File: src/rtl/hcis_pkg.sv
package hcis_pkg;
  localparam int STAT_W = 32;
  localparam int B_SO   = 0;
  localparam int B_WDH  = 1;
  localparam int B_SF   = 2;
  localparam int B_RD   = 3;
  localparam int B_UE   = 4;
  localparam int B_FNO  = 5;
  localparam int B_RHSC = 6;
  localparam int B_OC   = 30;
  localparam logic [STAT_W-1:0] IRQ_MASK  = (STAT_W'(1) << (B_RHSC + 1)) - STAT_W'(1);
  localparam logic [STAT_W-1:0] IMPL_MASK = IRQ_MASK | (STAT_W'(1) << B_OC);
endpackage

File: src/rtl/hcis_evt.sv
module hcis_evt
  import hcis_pkg::*;
#(
  parameter int NPORTS      = 4,
  parameter bit SMI_PRESENT = 1'b1
) (
  input  logic              clk,
  input  logic              rst_n,
  input  logic              sched_ovr_p,
  input  logic              donewb_p,
  input  logic              sof_p,
  input  logic              resume_lvl,
  input  logic              resume_cmd,
  input  logic              syserr_p,
  input  logic              frame_msb,
  input  logic              frame_upd_p,
  input  logic              hub_chg_p,
  input  logic [NPORTS-1:0] port_chg_p,
  input  logic              own_req_p,
  output logic [STAT_W-1:0] set_vec
);
  logic msb_q;
  logic res_q;

  // one-cycle-delayed samples for edge detection
  always_ff @(posedge clk or negedge rst_n) begin
    if (!rst_n) begin
      msb_q <= 1'b0;
      res_q <= 1'b0;
    end else begin
      msb_q <= frame_msb;
      res_q <= resume_lvl;
    end
  end

  always_comb begin
    set_vec         = '0;
    set_vec[B_SO]   = sched_ovr_p;
    set_vec[B_WDH]  = donewb_p;
    set_vec[B_SF]   = sof_p;
    set_vec[B_RD]   = resume_lvl & ~res_q & ~resume_cmd;
    set_vec[B_UE]   = syserr_p;
    set_vec[B_FNO]  = (frame_msb ^ msb_q) | frame_upd_p;
    set_vec[B_RHSC] = hub_chg_p | (|port_chg_p);
    set_vec[B_OC]   = own_req_p & SMI_PRESENT;
  end


  rd_no_fall_chk: assert property (@(posedge clk) disable iff (!rst_n)
    !resume_lvl |-> !set_vec[B_RD]);
endmodule

File: src/rtl/hcis_bank.sv
module hcis_bank
  import hcis_pkg::*;
(
  input  logic              clk,
  input  logic              rst_n,
  input  logic [STAT_W-1:0] set_vec,
  input  logic              wr_en,
  input  logic [STAT_W-1:0] wr_data,
  input  logic              hc_reset_p,
  output logic [STAT_W-1:0] stat
);
  logic              ue_armed;
  logic [STAT_W-1:0] clr;

  always_comb begin
    clr = wr_en ? (wr_data & IMPL_MASK) : '0;
    if (!ue_armed) clr[B_UE] = 1'b0;
  end

  always_ff @(posedge clk or negedge rst_n) begin
    if (!rst_n) begin
      stat     <= '0;
      ue_armed <= 1'b0;
    end else begin
      stat <= (set_vec | (stat & ~clr)) & IMPL_MASK;
      if (set_vec[B_UE])  ue_armed <= 1'b0;
      else if (hc_reset_p) ue_armed <= 1'b1;
    end
  end


  ue_sticky_chk: assert property (@(posedge clk) disable iff (!rst_n)
    (stat[B_UE] && !ue_armed) |=> stat[B_UE]);

  for (genvar i = 0; i < STAT_W; i++) begin : g_bit_chk
    if (IMPL_MASK[i]) begin : g_impl

      set_wins_chk: assert property (@(posedge clk) disable iff (!rst_n)
        set_vec[i] |=> stat[i]);
      if (i != B_UE) begin : g_w1c

        w1c_chk: assert property (@(posedge clk) disable iff (!rst_n)
          (wr_en && wr_data[i] && !set_vec[i]) |=> !stat[i]);
      end
    end
  end
endmodule

File: src/rtl/hcis_out.sv
module hcis_out
  import hcis_pkg::*;
#(
  parameter bit SMI_PRESENT = 1'b1
) (
  input  logic [STAT_W-1:0] stat,
  input  logic [STAT_W-1:0] int_en,
  input  logic              master_en,
  output logic              irq,
  output logic              smi,
  output logic              halt
);
  assign irq  = master_en & (|(stat & int_en & IRQ_MASK));
  assign smi  = SMI_PRESENT & stat[B_OC] & int_en[B_OC];
  assign halt = stat[B_UE];
endmodule

File: src/rtl/usb_hc_intstat.sv
module usb_hc_intstat
  import hcis_pkg::*;
#(
  parameter int NPORTS      = 4,
  parameter bit SMI_PRESENT = 1'b1
) (
  input  logic              clk,
  input  logic              rst_n,
  input  logic              sched_ovr_p,
  input  logic              donewb_p,
  input  logic              sof_p,
  input  logic              resume_lvl,
  input  logic              resume_cmd,
  input  logic              syserr_p,
  input  logic              frame_msb,
  input  logic              frame_upd_p,
  input  logic              hub_chg_p,
  input  logic [NPORTS-1:0] port_chg_p,
  input  logic              own_req_p,
  input  logic              hc_reset_p,
  input  logic              wr_en,
  input  logic [31:0]       wr_data,
  input  logic [31:0]       int_en,
  input  logic              master_en,
  output logic [31:0]       status_rd,
  output logic              irq,
  output logic              smi,
  output logic              halt
);
  logic [STAT_W-1:0] set_vec;

  hcis_evt #(.NPORTS(NPORTS), .SMI_PRESENT(SMI_PRESENT)) u_evt (
    .clk(clk), .rst_n(rst_n),
    .sched_ovr_p(sched_ovr_p), .donewb_p(donewb_p), .sof_p(sof_p),
    .resume_lvl(resume_lvl), .resume_cmd(resume_cmd), .syserr_p(syserr_p),
    .frame_msb(frame_msb), .frame_upd_p(frame_upd_p),
    .hub_chg_p(hub_chg_p), .port_chg_p(port_chg_p), .own_req_p(own_req_p),
    .set_vec(set_vec)
  );

  hcis_bank u_bank (
    .clk(clk), .rst_n(rst_n), .set_vec(set_vec),
    .wr_en(wr_en), .wr_data(wr_data), .hc_reset_p(hc_reset_p),
    .stat(status_rd)
  );

  hcis_out #(.SMI_PRESENT(SMI_PRESENT)) u_out (
    .stat(status_rd), .int_en(int_en), .master_en(master_en),
    .irq(irq), .smi(smi), .halt(halt)
  );


  rsvd_zero_chk: assert property (@(posedge clk) disable iff (!rst_n)
    (status_rd & ~IMPL_MASK) == '0);


  rd_cmd_block_chk: assert property (@(posedge clk) disable iff (!rst_n)
    (resume_cmd && !status_rd[B_RD]) |=> !status_rd[B_RD]);


  smi_src_chk: assert property (@(posedge clk) disable iff (!rst_n)
    smi |-> (status_rd[B_OC] && int_en[B_OC]));


  irq_src_chk: assert property (@(posedge clk) disable iff (!rst_n)
    irq |-> master_en);

  if (!SMI_PRESENT) begin : g_no_smi

    oc_tied_chk: assert property (@(posedge clk) disable iff (!rst_n)
      !status_rd[B_OC] && !smi);
  end
endmodule

File: config.mk
export PLATFORM = sky130hd
export DESIGN_NAME = usb_hc_intstat
export DESIGN_NICKNAME = d
export VERILOG_FILES = /design/src/rtl/hcis_pkg.sv /design/src/rtl/hcis_evt.sv /design/src/rtl/hcis_bank.sv /design/src/rtl/hcis_out.sv /design/src/rtl/usb_hc_intstat.sv
export SDC_FILE = /design/constraint.sdc
export NUM_CORES = 1
export LEC_CHECK = 0
export ABC_AREA = 0
export BUFFER_PORTS_ARGS = -buffer_cell sky130_fd_sc_hd__buf_2
export CAP_MARGIN = 25
export CORE_MARGIN = 1
export CORE_UTILIZATION = 30
export CTS_BUF_LIST = sky130_fd_sc_hd__clkbuf_16
export DETAILED_ROUTE_END_ITERATION = 10
export GPL_TIMING_DRIVEN = 0
export PLACE_DENSITY = 0.88
export SLEW_MARGIN = 20
export SYNTH_ARGS = -nofsm -noshare
export SYNTH_HDL_FRONTEND = slang
export SYNTH_HIERARCHICAL = 1
export SYNTH_SLANG_ARGS = --single-unit
File: constraint.sdc
create_clock -name clk -period 1.1 [get_ports clk]
set_input_delay 0.165 -clock clk [delete_from_list [all_inputs] [get_ports clk]]
set_output_delay 0.165 -clock clk [all_outputs]
set_load 0.01 [all_outputs]
-- After elaboration in Yosys (flattened, before gate mapping)
Index checks and enable logic that the tools add are counted.
- output and inout bits: 35
- register bits after elaboration: 11
- input bits: 83
- logic and storage cells: 24
- mux-type cells: 4
- reduce and logical (&&, ||, !) cells: 3
- bitwise operators: 13
- operators with widths (cell ; count):
    31-bit AND ; 1
    31-bit two-way mux ; 1
    31-bit inverter ; 1
    31-bit bitwise OR ; 1
    7-bit AND ; 1
    7-bit OR reduction ; 1
    1-bit AND ; 4
    4-bit OR reduction ; 1
    1-bit two-way mux ; 3
    1-bit inverter ; 2
    1-bit bitwise OR ; 2
    2-bit nonzero test ; 1
    1-bit XOR ; 1

-- Depth between registers and ports, before layout
- word-level depth: 5
- gate-level depth with buffers: 3
- depth with buffers taken out: 3

-- By module
The synthesis kept the hierarchy.
- modules (own cells, without submodules) (module ; instances ; area an instance (µm²) ; seq. area each (µm²) ; cells each):
    hcis_bank ; 1 ; 524.3 ; 225.2 ; 53
    hcis_evt ; 1 ; 306.5 ; 50.0 ; 38
    hcis_out ; 1 ; 48.8 ; 0.0 ; 7

-- Worst setup path after synthesis
OpenSTA, ideal clock, no wires.
- path type: register to output
- start: reg u_bank.stat[2]
- end: out irq
- cell stages (with the launch flop): 3
- path buffers: 0
- data arrival time: 905 ps
- required time: 935 ps
- slack: 30 ps
- cell sequence: dfrtp_1 a222oi_1 a31oi_1
- word-level cells in the longest chain between the ends: 3
- ends and longest elaborated chain (element ; RTL line ; text):
    from (decl) ; hcis_bank.sv:10 ; output logic [STAT_W-1:0] stat
    from (signal assigned) ; hcis_bank.sv:25 ; stat <= (set_vec | (stat & ~clr)) & IMPL_MASK;
    7-bit AND ; hcis_out.sv:13 ; assign irq = master_en & (|(stat & int_en & IRQ_MASK));
    7-bit OR reduction ; hcis_out.sv:13 ;
    1-bit AND ; hcis_out.sv:13 ;
    to (decl) ; usb_hc_intstat.sv:26 ; output logic irq,
No other way between the ends.

-- Worst setup path in the final report
- start: reg u_bank.stat[6]
- end: out irq
The elaborated chain is that of the path after synthesis.

==> results.md <==
- The flow ran to the end, but the final reports show violations.
- The final reports fail on setup timing.
- From left edge to right edge, the die measures 50.2 µm.
- 118 I/O pins were placed.
- The routed length per instance is 10.0 µm.
- The worst min-delay path category is input port to register.
- Max-cap violations in this run came to 0.
- The internal power of the cells totals 0.00106 W.
- The number of buffers created by CTS is 3.
- After clock tree synthesis, the clock-pin slew on the worst setup and hold paths is 0.04 ns.
- The beginning of the worst register-to-register path is u_evt/msb_q.
- The cell count of the worst reg-to-reg path is 3.
- Combinational logic is responsible for 20.3% of the overall power.
- The detailed router used layers up to and including met3.
- Data on the critical path arrives at its endpoint at 1.19 ns.
- The completed layout was analyzed and its total power is 0.00137 W.
- The worst hold path begins at resume_lvl.
- The routed length on met1 is 560 µm.
- The core region area is 0.00219 mm².
- The worst hold path terminates at u_evt/res_q.
- For this run, the top clock speed supported by timing is 736 MHz.
- In this run the number of H-tree levels came out at 1.
- The worst setup skew after layout is 0.000162 ns.
- The signal on the critical path passes through a222oi_1, a31oi_1, buf_2.
- The number of warnings reported in the yosys synthesis log is 6.
- The netlist area before placement is 696 µm².
- On the worst path, the slowest cell contributes a delay of 0.38 ns.
- The DRC violations left is 0.
- The insertion delay to the later sink of the worst-skew pair is 0.23 ns.
- The total number of nets in the final design is 227.
- In this run the vertical extent of the chip is 50.2 µm.
- The total grt overflow is 0.
- Among all stages on the critical path, the largest delay is contributed by sky130_fd_sc_hd__dfrtp_1.
- Once layout is complete, the utilization of the core stands at 51.3%.
- The routed design uses 878 µm of met2 wire.
- The setup violation total in the final timing report is 1.
- The post-synthesis to final-layout area growth is 61.5%.
- The die covers 0.00252 mm².
- The largest net degree at the start of global routing is 12.
- The minimum period implied by the final worst setup slack is 1.36 ns.
- The number of port buffers is 39.
- The startpoint-to-endpoint class of the critical path is register to primary output.
- The post-synthesis instance total is 73.
- Setup repair after global routing could not meet its margin everywhere.
- The via density per instance is 3.80.
- The DRC violation total after the first TritonRoute iteration is 7.
- The clock root buffer is sky130_fd_sc_hd__clkbuf_16.
- The number of gates resized after cts is 0.
- At the end of routability-driven placement, the weighted congestion stood at 0.651.
- The global-route wire length before repair is 2.51 mm.
- The fraction of final layout cells sized beyond drive strength 1 is 53.8%.
- The starting utilization of the core area is 31.8%.
- IR analysis of the VDD net gives a maximum drop of 799 µV.
- The number of detailed-routing iterations run before antenna repair is 6.
- Counting every sink on the clock net gives 11.
- The number of global-route vias before repair was 600.
- The worst reg2reg path endpoint is u_bank/stat[5].
- The power per cell area is 1220 mW/mm².
- The share of the clock period used by the worst path is 124%.
- The clock tree buffer depth is 2.
- The detail route stage leaves a number of antenna-violating nets equal to 0.
- STA classifies the critical path endpoint as a primary output.
- The row count is 17.
- The number of cells on the worst hold path is 1.
- Of the total power, registers draw 32.6%.
- The element type at the critical path start is a register.
- For flop-to-flop paths, the worst setup slack is 0.25 ns.
- The mean area per synthesized cell is 9.53 µm².
- The switching power of the nets is 0.000309 W.
- Data on the critical path is required at its endpoint by 0.94 ns.
- The post-route worst setup slack is -0.259 ns.
- TritonCTS built the clock tree.
- The number of hold violations in the final report is 0.
- The post-detailed-routing wire length is 1.71 mm.
- In this run switching power makes up 22.5% of total power.
- The count of final max-slew check failures was 0.
- The global router's overall resource usage is 13.3%.
- Along the worst path, the maximum fanout reaches 2.
- The repair_antennas step left the layout with diodes totalling 0.
- For this design the static power due to leakage is 0.641 nW.
- The number of antenna violations at the first check in global routing is 0.
- The clock network fraction of total power is 47.1%.
- The routed wire length on met3 is 272 µm.
- The HPWL after detailed placement is 1.37 mm.
- The routed via count is 650.
==> power by group through the flow <==
| stage | Sequential, W | Combinational, W | Clock, W |
|---|---|---|---|
| 2_1_floorplan | 0.000460 | 0.000165 | 0 |
| 3_3_place_gp | 0.000453 | 0.000259 | 0 |
| 3_5_place_dp | 0.000454 | 0.000264 | 0 |
| 4_1_cts | 0.000448 | 0.000272 | 0.000657 |
| 5_1_grt | 0.000450 | 0.000307 | 0.000686 |
| 6_report | 0.000447 | 0.000279 | 0.000646 |
==> sequential cells by signal (all words and copies together) (netlist names) <==
name	flops
u_bank/stat	8
u_bank/ue_armed	1
u_evt/res_q	1
u_evt/msb_q	1
==> timing repair <==
item                                    4_1_cts  5_1_grt
pin swaps                                     2        0
endpoints found under the setup margin        1        2
buffers inserted                              2        1
endpoints found under the hold margin        11        0
hold buffers                                  1        0
==> layout make-up <==
| cell class | count | area [µm²] |
|---|---|---|
| repair buffers | 43 | 228 |
| clock inverters | 1 | 3.75 |
| multi-input cells | 53 | 267 |
| flip-flops and latches | 11 | 275 |
| plain buffers | 31 | 236 |
| fillers | 194 | 1070 |
| clock buffers | 3 | 75.1 |
| well taps | 28 | 35.0 |
| inverters | 1 | 3.75 |
==> how the worst max path moves through the flow <==
stage	start	endpoint	slack [ns]	depth (start not counted)
4_1_cts	u_bank/stat[2]	irq	-0.27	3
5_1_grt	u_bank/stat[2]	irq	-0.36	3
3_3_place_gp	u_bank/stat[2]	irq	-0.05	3
3_5_place_dp	u_bank/stat[2]	irq	-0.06	3
2_1_floorplan	u_bank/stat[2]	irq	0.03	2
6_report	u_bank/stat[6]	irq	-0.26	3
==> layer usage <==
layer | vias up | global-route usage, %
li1 | 325 | -
met1 | 276 | 12.9
met2 | 49 | 23.8
met3 | 0 | 7.88
met4 | 0 | 2.86
met5 | - | 0
==> stage by stage <==
stage          worst slack (ns)  TNS, ns  cell area, µm²  hold slack, ns  std cells
2_1_floorplan            0.0299        0             782          -0.131         96
4_1_cts                  -0.268   -0.268            1120          0.0479        170
3_5_place_dp            -0.0590  -0.0590            1010          0.0495        163
5_1_grt                  -0.359   -0.359            1120          0.0500        171
6_report                 -0.259   -0.259            1120          0.0479        171
3_3_place_gp            -0.0521  -0.0521            1010          0.0474        163
==> critical path, delay by kind of cell, from the launching register on <==
| kind | cells | cell delay [ns] |
|---|---|---|
| compound gates | 2 | 0.44 |
| buf+inv | 1 | 0.15 |
| flops | 1 | 0.38 |
==> placed cells by master (no fill, tap or decap) <==
| cell | n |
|---|---|
| sky130_fd_sc_hd__nand2_1 | 8 |
| sky130_fd_sc_hd__inv_1 | 2 |
| sky130_fd_sc_hd__a22oi_1 | 2 |
| sky130_fd_sc_hd__nor2_1 | 3 |
| sky130_fd_sc_hd__buf_2 | 39 |
| sky130_fd_sc_hd__a222oi_1 | 1 |
| sky130_fd_sc_hd__xnor2_1 | 1 |
| sky130_fd_sc_hd__buf_4 | 33 |
| sky130_fd_sc_hd__clkbuf_16 | 3 |
| sky130_fd_sc_hd__dlygate4sd3_1 | 1 |
| sky130_fd_sc_hd__a31oi_1 | 1 |
| sky130_fd_sc_hd__a21o_1 | 8 |
| sky130_fd_sc_hd__dfrtp_1 | 11 |
| sky130_fd_sc_hd__nor3b_1 | 1 |
| sky130_fd_sc_hd__nand2b_1 | 1 |
| sky130_fd_sc_hd__and2_1 | 1 |
| sky130_fd_sc_hd__nor3_1 | 1 |
| sky130_fd_sc_hd__buf_6 | 1 |
| sky130_fd_sc_hd__conb_1 | 24 |
| sky130_fd_sc_hd__nand3_2 | 1 |
Note: power is estimated with default switching activity, not from simulation.
